==> config.mk <==
export PLATFORM = sky130hd
export DESIGN_NAME = dp_ram_core
export DESIGN_NICKNAME = d
export VERILOG_FILES = /design/src/rtl/dp_pkg.sv /design/src/rtl/dp_addr_ctr.sv /design/src/rtl/dp_mem_array.sv /design/src/rtl/dp_out_path.sv /design/src/rtl/dp_ram_core.sv
export SDC_FILE = /design/constraint.sdc
export NUM_CORES = 2
export LEC_CHECK = 0
export BUFFER_PORTS_ARGS = -buffer_cell sky130_fd_sc_hd__buf_2
export CAP_MARGIN = 15
export CORE_MARGIN = 4
export CORE_UTILIZATION = 39
export CTS_BUF_LIST = sky130_fd_sc_hd__clkbuf_4
export DETAILED_ROUTE_END_ITERATION = 8
export SLEW_MARGIN = 10
export SYNTH_ARGS = -nofsm -noshare
export SYNTH_HDL_FRONTEND = slang
export SYNTH_HIERARCHICAL = 1
export SYNTH_SLANG_ARGS = --single-unit
==> constraint.sdc <==
create_clock -name clk -period 4.2 [get_ports clk]
set_input_delay 0.42 -clock clk [delete_from_list [all_inputs] [get_ports clk]]
set_output_delay 0.42 -clock clk [all_outputs]
set_load 0.005 [all_outputs]
==> src/rtl/dp_pkg.sv <==
`timescale 1ns/1ps
package dp_pkg;
  typedef enum logic [1:0] {
    ADR_HOLD   = 2'd0,
    ADR_LOAD   = 2'd1,
    ADR_REPLAY = 2'd2,
    ADR_STEP   = 2'd3
  } adr_op_e;

  function automatic adr_op_e adr_decode(input logic ads_n, input logic rpt_n,
                                         input logic cnten_n);
    if (!ads_n)        return ADR_LOAD;
    else if (!rpt_n)   return ADR_REPLAY;
    else if (!cnten_n) return ADR_STEP;
    else               return ADR_HOLD;
  endfunction
endpackage

==> src/rtl/dp_addr_ctr.sv <==
`timescale 1ns/1ps
module dp_addr_ctr #(
  parameter int DEPTH = 64,
  localparam int AW = $clog2(DEPTH)
) (
  input  logic          clk,
  input  logic          rst_n,
  input  logic          ads_n,
  input  logic          rpt_n,
  input  logic          cnten_n,
  input  logic [AW-1:0] ext_addr,
  output logic [AW-1:0] addr_eff,
  output logic [AW-1:0] addr_q
);
  import dp_pkg::*;

  localparam logic [AW-1:0] TOP = AW'(DEPTH - 1);

  adr_op_e       op;
  logic [AW-1:0] strobed_q;

  always_comb begin
    op = adr_decode(ads_n, rpt_n, cnten_n);
    unique case (op)
      ADR_LOAD:   addr_eff = ext_addr;
      ADR_REPLAY: addr_eff = strobed_q;
      ADR_STEP:   addr_eff = (addr_q == TOP) ? '0 : addr_q + AW'(1);
      default:    addr_eff = addr_q;
    endcase
  end

  always_ff @(posedge clk or negedge rst_n) begin
    if (!rst_n) begin
      addr_q    <= '0;
      strobed_q <= '0;
    end else begin
      addr_q <= addr_eff;
      if (op == ADR_LOAD) strobed_q <= ext_addr;
    end
  end
endmodule

==> src/rtl/dp_mem_array.sv <==
`timescale 1ns/1ps
module dp_mem_array #(
  parameter int LANE_W = 9,
  parameter int LANES  = 2,
  parameter int DEPTH  = 64,
  localparam int W  = LANE_W * LANES,
  localparam int AW = $clog2(DEPTH)
) (
  input  logic                  clk,
  input  logic [1:0]            wr_en,
  input  logic [1:0][LANES-1:0] lane_we,
  input  logic [1:0][AW-1:0]    wr_addr,
  input  logic [1:0][W-1:0]     wr_data,
  input  logic [1:0][AW-1:0]    rd_addr,
  output logic [1:0][W-1:0]     rd_data
);
  logic [W-1:0] mem [DEPTH];

  // Port 1 is applied first so that port 0 (A) wins on equal addresses.
  always_ff @(posedge clk) begin
    for (int p = 1; p >= 0; p--) begin
      for (int l = 0; l < LANES; l++) begin
        if (wr_en[p] && lane_we[p][l])
          mem[wr_addr[p]][l*LANE_W +: LANE_W] <= wr_data[p][l*LANE_W +: LANE_W];
      end
    end
  end

  for (genvar p = 0; p < 2; p++) begin : g_rd
    assign rd_data[p] = mem[rd_addr[p]];
  end
endmodule

==> src/rtl/dp_out_path.sv <==
`timescale 1ns/1ps
module dp_out_path #(
  parameter int LANE_W = 9,
  parameter int LANES  = 2,
  localparam int W = LANE_W * LANES
) (
  input  logic             clk,
  input  logic             rst_n,
  input  logic             flow,
  input  logic             oe_n,
  input  logic [LANES-1:0] lanes_q,
  input  logic [W-1:0]     rd_data,
  output logic [W-1:0]     dout,
  output logic [LANES-1:0] dout_en
);
  logic [W-1:0]     pipe_data;
  logic [LANES-1:0] pipe_en;

  always_ff @(posedge clk or negedge rst_n) begin
    if (!rst_n) begin
      pipe_data <= '0;
      pipe_en   <= '0;
    end else begin
      pipe_data <= rd_data;
      pipe_en   <= lanes_q;
    end
  end

  always_comb begin
    if (flow) begin
      dout    = rd_data;
      dout_en = lanes_q;
    end else begin
      dout    = pipe_data;
      dout_en = pipe_en;
    end
    if (oe_n) dout_en = '0;
  end
endmodule

==> src/rtl/dp_ram_core.sv <==
`timescale 1ns/1ps
module dp_ram_core #(
  parameter int LANE_W = 9,
  parameter int LANES  = 2,
  parameter int DEPTH  = 64,
  localparam int W  = LANE_W * LANES,
  localparam int AW = $clog2(DEPTH)
) (
  input  logic             clk,
  input  logic             rst_n,
  input  logic             a_ce0_n,
  input  logic             a_ce1,
  input  logic             a_rw_n,
  input  logic [LANES-1:0] a_be_n,
  input  logic [AW-1:0]    a_addr,
  input  logic             a_ads_n,
  input  logic             a_cnten_n,
  input  logic             a_rpt_n,
  input  logic             a_oe_n,
  input  logic             a_flow,
  input  logic [W-1:0]     a_din,
  output logic [W-1:0]     a_dout,
  output logic [LANES-1:0] a_dout_en,
  output logic             a_col_n,
  input  logic             b_ce0_n,
  input  logic             b_ce1,
  input  logic             b_rw_n,
  input  logic [LANES-1:0] b_be_n,
  input  logic [AW-1:0]    b_addr,
  input  logic             b_ads_n,
  input  logic             b_cnten_n,
  input  logic             b_rpt_n,
  input  logic             b_oe_n,
  input  logic             b_flow,
  input  logic [W-1:0]     b_din,
  output logic [W-1:0]     b_dout,
  output logic [LANES-1:0] b_dout_en,
  output logic             b_col_n
);
  logic [1:0]            ce0_n_v, ce1_v, rw_n_v, ads_n_v, cnt_n_v, rpt_n_v, oe_n_v, flow_v;
  logic [1:0][LANES-1:0] be_n_v, lanes_q, lane_we, en_v;
  logic [1:0][AW-1:0]    addr_v, addr_eff, addr_q;
  logic [1:0][W-1:0]     din_v, rd_data, dout_v;
  logic [1:0]            sel, wr_en;
  logic                  col_q;

  assign ce0_n_v = {b_ce0_n, a_ce0_n};
  assign ce1_v   = {b_ce1, a_ce1};
  assign rw_n_v  = {b_rw_n, a_rw_n};
  assign ads_n_v = {b_ads_n, a_ads_n};
  assign cnt_n_v = {b_cnten_n, a_cnten_n};
  assign rpt_n_v = {b_rpt_n, a_rpt_n};
  assign oe_n_v  = {b_oe_n, a_oe_n};
  assign flow_v  = {b_flow, a_flow};
  assign be_n_v  = {b_be_n, a_be_n};
  assign addr_v  = {b_addr, a_addr};
  assign din_v   = {b_din, a_din};

  for (genvar p = 0; p < 2; p++) begin : g_port
    assign sel[p]     = !ce0_n_v[p] && ce1_v[p];
    assign wr_en[p]   = sel[p] && !rw_n_v[p];
    assign lane_we[p] = ~be_n_v[p];

    dp_addr_ctr #(.DEPTH(DEPTH)) u_ctr (
      .clk      (clk),
      .rst_n    (rst_n),
      .ads_n    (ads_n_v[p]),
      .rpt_n    (rpt_n_v[p]),
      .cnten_n  (cnt_n_v[p]),
      .ext_addr (addr_v[p]),
      .addr_eff (addr_eff[p]),
      .addr_q   (addr_q[p])
    );

    always_ff @(posedge clk or negedge rst_n) begin
      if (!rst_n) lanes_q[p] <= '0;
      else        lanes_q[p] <= (sel[p] && rw_n_v[p]) ? ~be_n_v[p] : '0;
    end

    dp_out_path #(.LANE_W(LANE_W), .LANES(LANES)) u_out (
      .clk     (clk),
      .rst_n   (rst_n),
      .flow    (flow_v[p]),
      .oe_n    (oe_n_v[p]),
      .lanes_q (lanes_q[p]),
      .rd_data (rd_data[p]),
      .dout    (dout_v[p]),
      .dout_en (en_v[p])
    );
  end

  dp_mem_array #(.LANE_W(LANE_W), .LANES(LANES), .DEPTH(DEPTH)) u_mem (
    .clk     (clk),
    .wr_en   (wr_en),
    .lane_we (lane_we),
    .wr_addr (addr_eff),
    .wr_data (din_v),
    .rd_addr (addr_q),
    .rd_data (rd_data)
  );

  always_ff @(posedge clk or negedge rst_n) begin
    if (!rst_n) col_q <= 1'b0;
    else        col_q <= &sel && (addr_eff[0] == addr_eff[1]) && |wr_en;
  end

  assign a_dout    = dout_v[0];
  assign b_dout    = dout_v[1];
  assign a_dout_en = en_v[0];
  assign b_dout_en = en_v[1];
  assign a_col_n   = !col_q;
  assign b_col_n   = !col_q;
endmodule

# Yosys cells after proc, flatten, opt, wreduce, memory -nomap -nowiden
# Memory sizes are Yosys's and may differ from the RTL's.
# Cells that the tools add are included.
# op_classes
n_addsub	2
n_reduce_logical	19
n_mux	26
n_eq_ne	9
bitwise	2
# ops
op	count
$mux W18	2
$pmux W6 S3	2
$mux W2	12
$add A6 B1 Y6 const B	2
$eq A6 B6 Y1 const B	2
$logic_and A1 B1 Y1	12
$mux W6	2
$eq A2 B2 Y1 const B	4
$mux W1	8
$eq A6 B6 Y1	1
$logic_not A1 Y1	5
$eq A2 B1 Y1 const B	2
$not A2 Y2	2
$reduce_and A2 Y1	1
$reduce_or A2 Y1	1
# word_totals
in_bits	70
mem_count	1
register_bits	69
ram_bits	1152
# mem_list
memory	depth	width	read_ports	rd_clocked_by_memory_dff	wr	line	text
u_mem.mem	64	18	2	0	2	dp_mem_array.sv:17	logic [W-1:0] mem [DEPTH];

# Depth between registers and ports, before layout
# logic_depth
ltp_word	8
depth_mapped	13

# Hierarchy
# Netlist, hierarchy kept.
# modules_own_cells
module	cells_each	n_inst	area_each_um2
dp_mem_array	4421	1	69501.7
dp_out_path	44	2	820.8
dp_addr_ctr at g_port[1].u_ctr	73	1	710.7
dp_addr_ctr at g_port[0].u_ctr	64	1	669.4
dp_ram_core	30	1	291.5

# Worst setup path before layout
# Ideal clock, no wire load.
# synth_timing
path_type	input-to-reg
start	input port a_rpt_n
end	memory u_mem/mem[10][10] (netlist name) (enable)
path_stages	12
setup_time_ns	0.379
setup_slack_ns	0.724
t_arrival_ns	3.098
path_cell_list	buf_6 mux2_4 mux2i_4 o41ai_1 a22o_1 buf_2 or3b_1 buf_2 or2_1 buf_4 buf_6 o22ai_1
# synth_rtl
element	line	text
start: declaration	dp_ram_core.sv:18	input logic a_rpt_n,
end: declaration	dp_mem_array.sv:17	

==> flow_summary.yaml <==
status:
  status: "finished with violations"
  violations: "negative setup slack"
yosys:
  synth_top_family_by_area: "multiplexers"
  yosysWarnings: 6
  ys.flop_type: "edfxtp_1"
  synth_xor_area_share_pct: 0.09623
  syn_inst: 4676
  synth_top_cell_area_share_pct: 47.51
  synth_most_common_cell: "mux2_2"
  yosys-top-cells-count: "1203 x mux2_2, 1152 x edfxtp_1, 549 x mux4_2"
  synth_fp_nets: 4748
  synth_compound_area_share_pct: 4.511
  yosys.area.top_type: "edfxtp_1"
  synthSimpleGateAreaFrac_pct: 4.033
  synth_cell_type_count: 68
  synth-adder-area-share_pct: 0.03437
  avgSynthCellArea_um2: 15.57
  ys_ff_latch: 1221
  yosysSeqAreaShare_pct: 49.88
  synth-edff-count: 1152
  muxShareOfSynthArea_pct: 38.13
  async_flop_share_pct: 5.651
  netlist_area_um2: 72810
  synthTopCellsByArea: "edfxtp_1 48%, mux2_2 19%, mux4_2 17%"
power_and_ir_drop:
  p_total_mw: 33.47
  p_leak_nw: 29.56
  p_per_area_nw_per_um2: 376.9
  peakVddDrop_mv: 0.3100
worst_setup_path:
  worstReg2RegEnd: "u_mem/mem[8][13]"
  critPathSlowestCell: "o211ai_1"
  worst-path-buf-inv: 3
  cp_num_cells: 9
  crit_start: "g_port[1].u_ctr/addr_q[0]"
  crit_arrival_ns: 4.35
  cp_slowest_stage_delay_ns: 0.69
  path_cells: "buf_12, buf_16, mux4_2, o22ai_2, nor2_1, o211ai_1, o31ai_4, mux2_4, buf_6"
  path_delay_family: "compound AO/OA/AOI/OAI gates"
  crit_fanout: 7
  rr_startpoint: "g_port[0].u_ctr/addr_q[1]"
  worstRegToRegCells: 14
  worstSetupPathType: "reg2out"
  start_kind: "flip-flop"
  rrSetupSlack_ns: 0.05
  endpoint_kind: "output port"
  crit_end: "b_dout[3]"
  crit_required_ns: 3.78
global_route:
  grtUsageTotal_pct: 28.76
  grt_start_max_net_pins: 65
  antenna_found_initial: 12
  grt_pass1_vias: 51840
  overflow: 0
  grt_first_pass_wirelength_mm: 395.4
drt:
  routedWlPerCell_um: 35.30
  drc: 0
  vias: 52150
  via_per_inst: 6.437
  drt_wl_total_mm: 286.0
  dr.pass1.iters: 6
  ant_nets: 0
  drt-initial-drc-count: 6902
timing:
  timing.final.crit_share_pct: 113.5
  finalSetupTns_ns: -14.04
  fmax_mhz: 209.9
  finClkSkew_ns: 0.1052
  hold_viol: 0
  relSlewSlack_pct: 17.93
  period_minus_slack_ns: 4.765
  tightest_slew_ns: 1.231
  setup_violations: 36
  slew_viol_final: 0
  layout_setup_ws_ns: -0.5652
  rsz0062_at_grt: "true"
floorplan:
  die_y_um: 440.1
  die_x_um: 440.1
  fp.coreArea_um2: 185600
  io_pins: 112
  row_count: 158
  die_area_um2: 193700
  start_util_pct: 39.23
layout:
  drive_above_1_share_pct: 62.19
  syn_to_final_growth_pct: 21.93
  postLayoutCoreUtil_pct: 47.83
  fillers: 15960
  nets: 5447
clock_network:
  insertion_delay_ns: 1.40
  cts_sinks: 1221
  h-tree-depth: 5
  clockBufferDepth: 4
  cts_tree: "yes"
  path_clk_slew_ns: 0.07
  numCtsBuffers: 348
  cts-root-buf: "clkbuf_4"
placed_design:
  routabilityCongestion: 0.9055
  port_buffers: 111
  hpwl_mm: 179.3
  place_ws_ns: 0.08475
job:
  drv_cap: 0
worst_hold_path:
  hold_class: "in2reg"
[state kept, by name, summed over array words and instances, names as in the netlist]
name                    flops
g_port.u_out/pipe_data     36
g_port.u_ctr/strobed_q     12
lanes_q                     4
g_port.u_ctr/addr_q        12
col_q                       1
u_mem/mem                1152
g_port.u_out/pipe_en        4
[worst min path at each step]
stage | from | to | depth (start not counted) | slack, ns
after floorplan | rst_n | col_q | 0 | 0.12
after global routing | a_din[11] | u_mem/mem[39][11] | 2 | 0.1
after CTS | a_din[11] | u_mem/mem[12][11] | 2 | 0.02
after global placement | lanes_q[3] | g_port[1].u_out/pipe_en[1] | 0 | 0.36
final | b_din[17] | u_mem/mem[8][17] | 2 | 0.16
after detailed placement | lanes_q[3] | g_port[1].u_out/pipe_en[1] | 0 | 0.36
[power breakdown]
group	total, mW	leakage (nW)	internal (mW)	switching [mW]
registers	13.6	11.2	13.5	0.129
logic	8.75	15.8	3.96	4.79
clock network	11.1	2.56	5.73	5.38
total	33.5	29.6	23.2	10.3
[cell type report]
type	count	area [um^2]	share of cell area [%]
flip-flops and latches	1221	36350	40.94
multi-input cells	2902	36130	40.69
clock inverters	67	316.6	0.3565
repair buffers	894	8925	10.05
well taps	2480	3103	3.495
inverters	8	33.78	0.03805
diodes	10	25.02	0.02819
clock buffers	520	3904	4.397
[cells in the final DEF, fill, tap and decap left out, drive strengths merged, types with 28 or more instances in the layout]
cell type | netlist | routed
a211oi | 59 | 59
buf | 216 | 773
clkbuf | 329 | 528
clkinv | 0 | 61
dfrtp | 69 | 69
dlygate4sd3 | 0 | 106
edfxtp | 1152 | 1152
mux2 | 1242 | 1242
mux2i | 126 | 126
mux4 | 549 | 549
nand2 | 118 | 118
nand3 | 28 | 28
nor2 | 204 | 204
nor2b | 35 | 35
o21ai | 58 | 58
o22ai | 222 | 222
[metrics by stage]
| step | hold WS, ns | instances | area [um^2] |
|---|---|---|---|
| 2_1_floorplan | 0.1244 | 4676 | 72810 |
| 3_3_place_gp | 0.3600 | 7189 | 77960 |
| 3_5_place_dp | 0.3625 | 7190 | 77990 |
| 4_1_cts | 0.02086 | 7991 | 86930 |
| 5_1_grt | 0.09683 | 8096 | 88770 |
| 6_report | 0.1608 | 8102 | 88780 |
[per-layer routing]
metal	track usage, %	share of wire [%]
met1	36.16	36
met2	44.87	46
met3	7.770	11
met4	16.45	6.6
met5	0	0.0091
[what timing repair did]
| item | 4_1_cts | 5_1_grt |
|---|---|---|
| hold buffers | 107 | 0 |
| cloned | 30 | 8 |
| resized for setup | 408 | 172 |
| endpoints found under the setup margin | 36 | 39 |
| endpoints found under the hold margin | 782 | 0 |
| setup buffers | 82 | 112 |
| pin swaps | 44 | 73 |
[cell families (layout without fill, tap and decap cells)]
kind of cell,after synthesis,after routing
muxes,1917,1917
DFF,1221,1221
other,0,10
and+or+nand+nor,495,495
adders and majority gates,2,2
xor gates and xnor gates,8,8
AOI/OAI and AO/OA,480,480
buffers and inverters,553,1489
(Power assumes the default switching activity.)
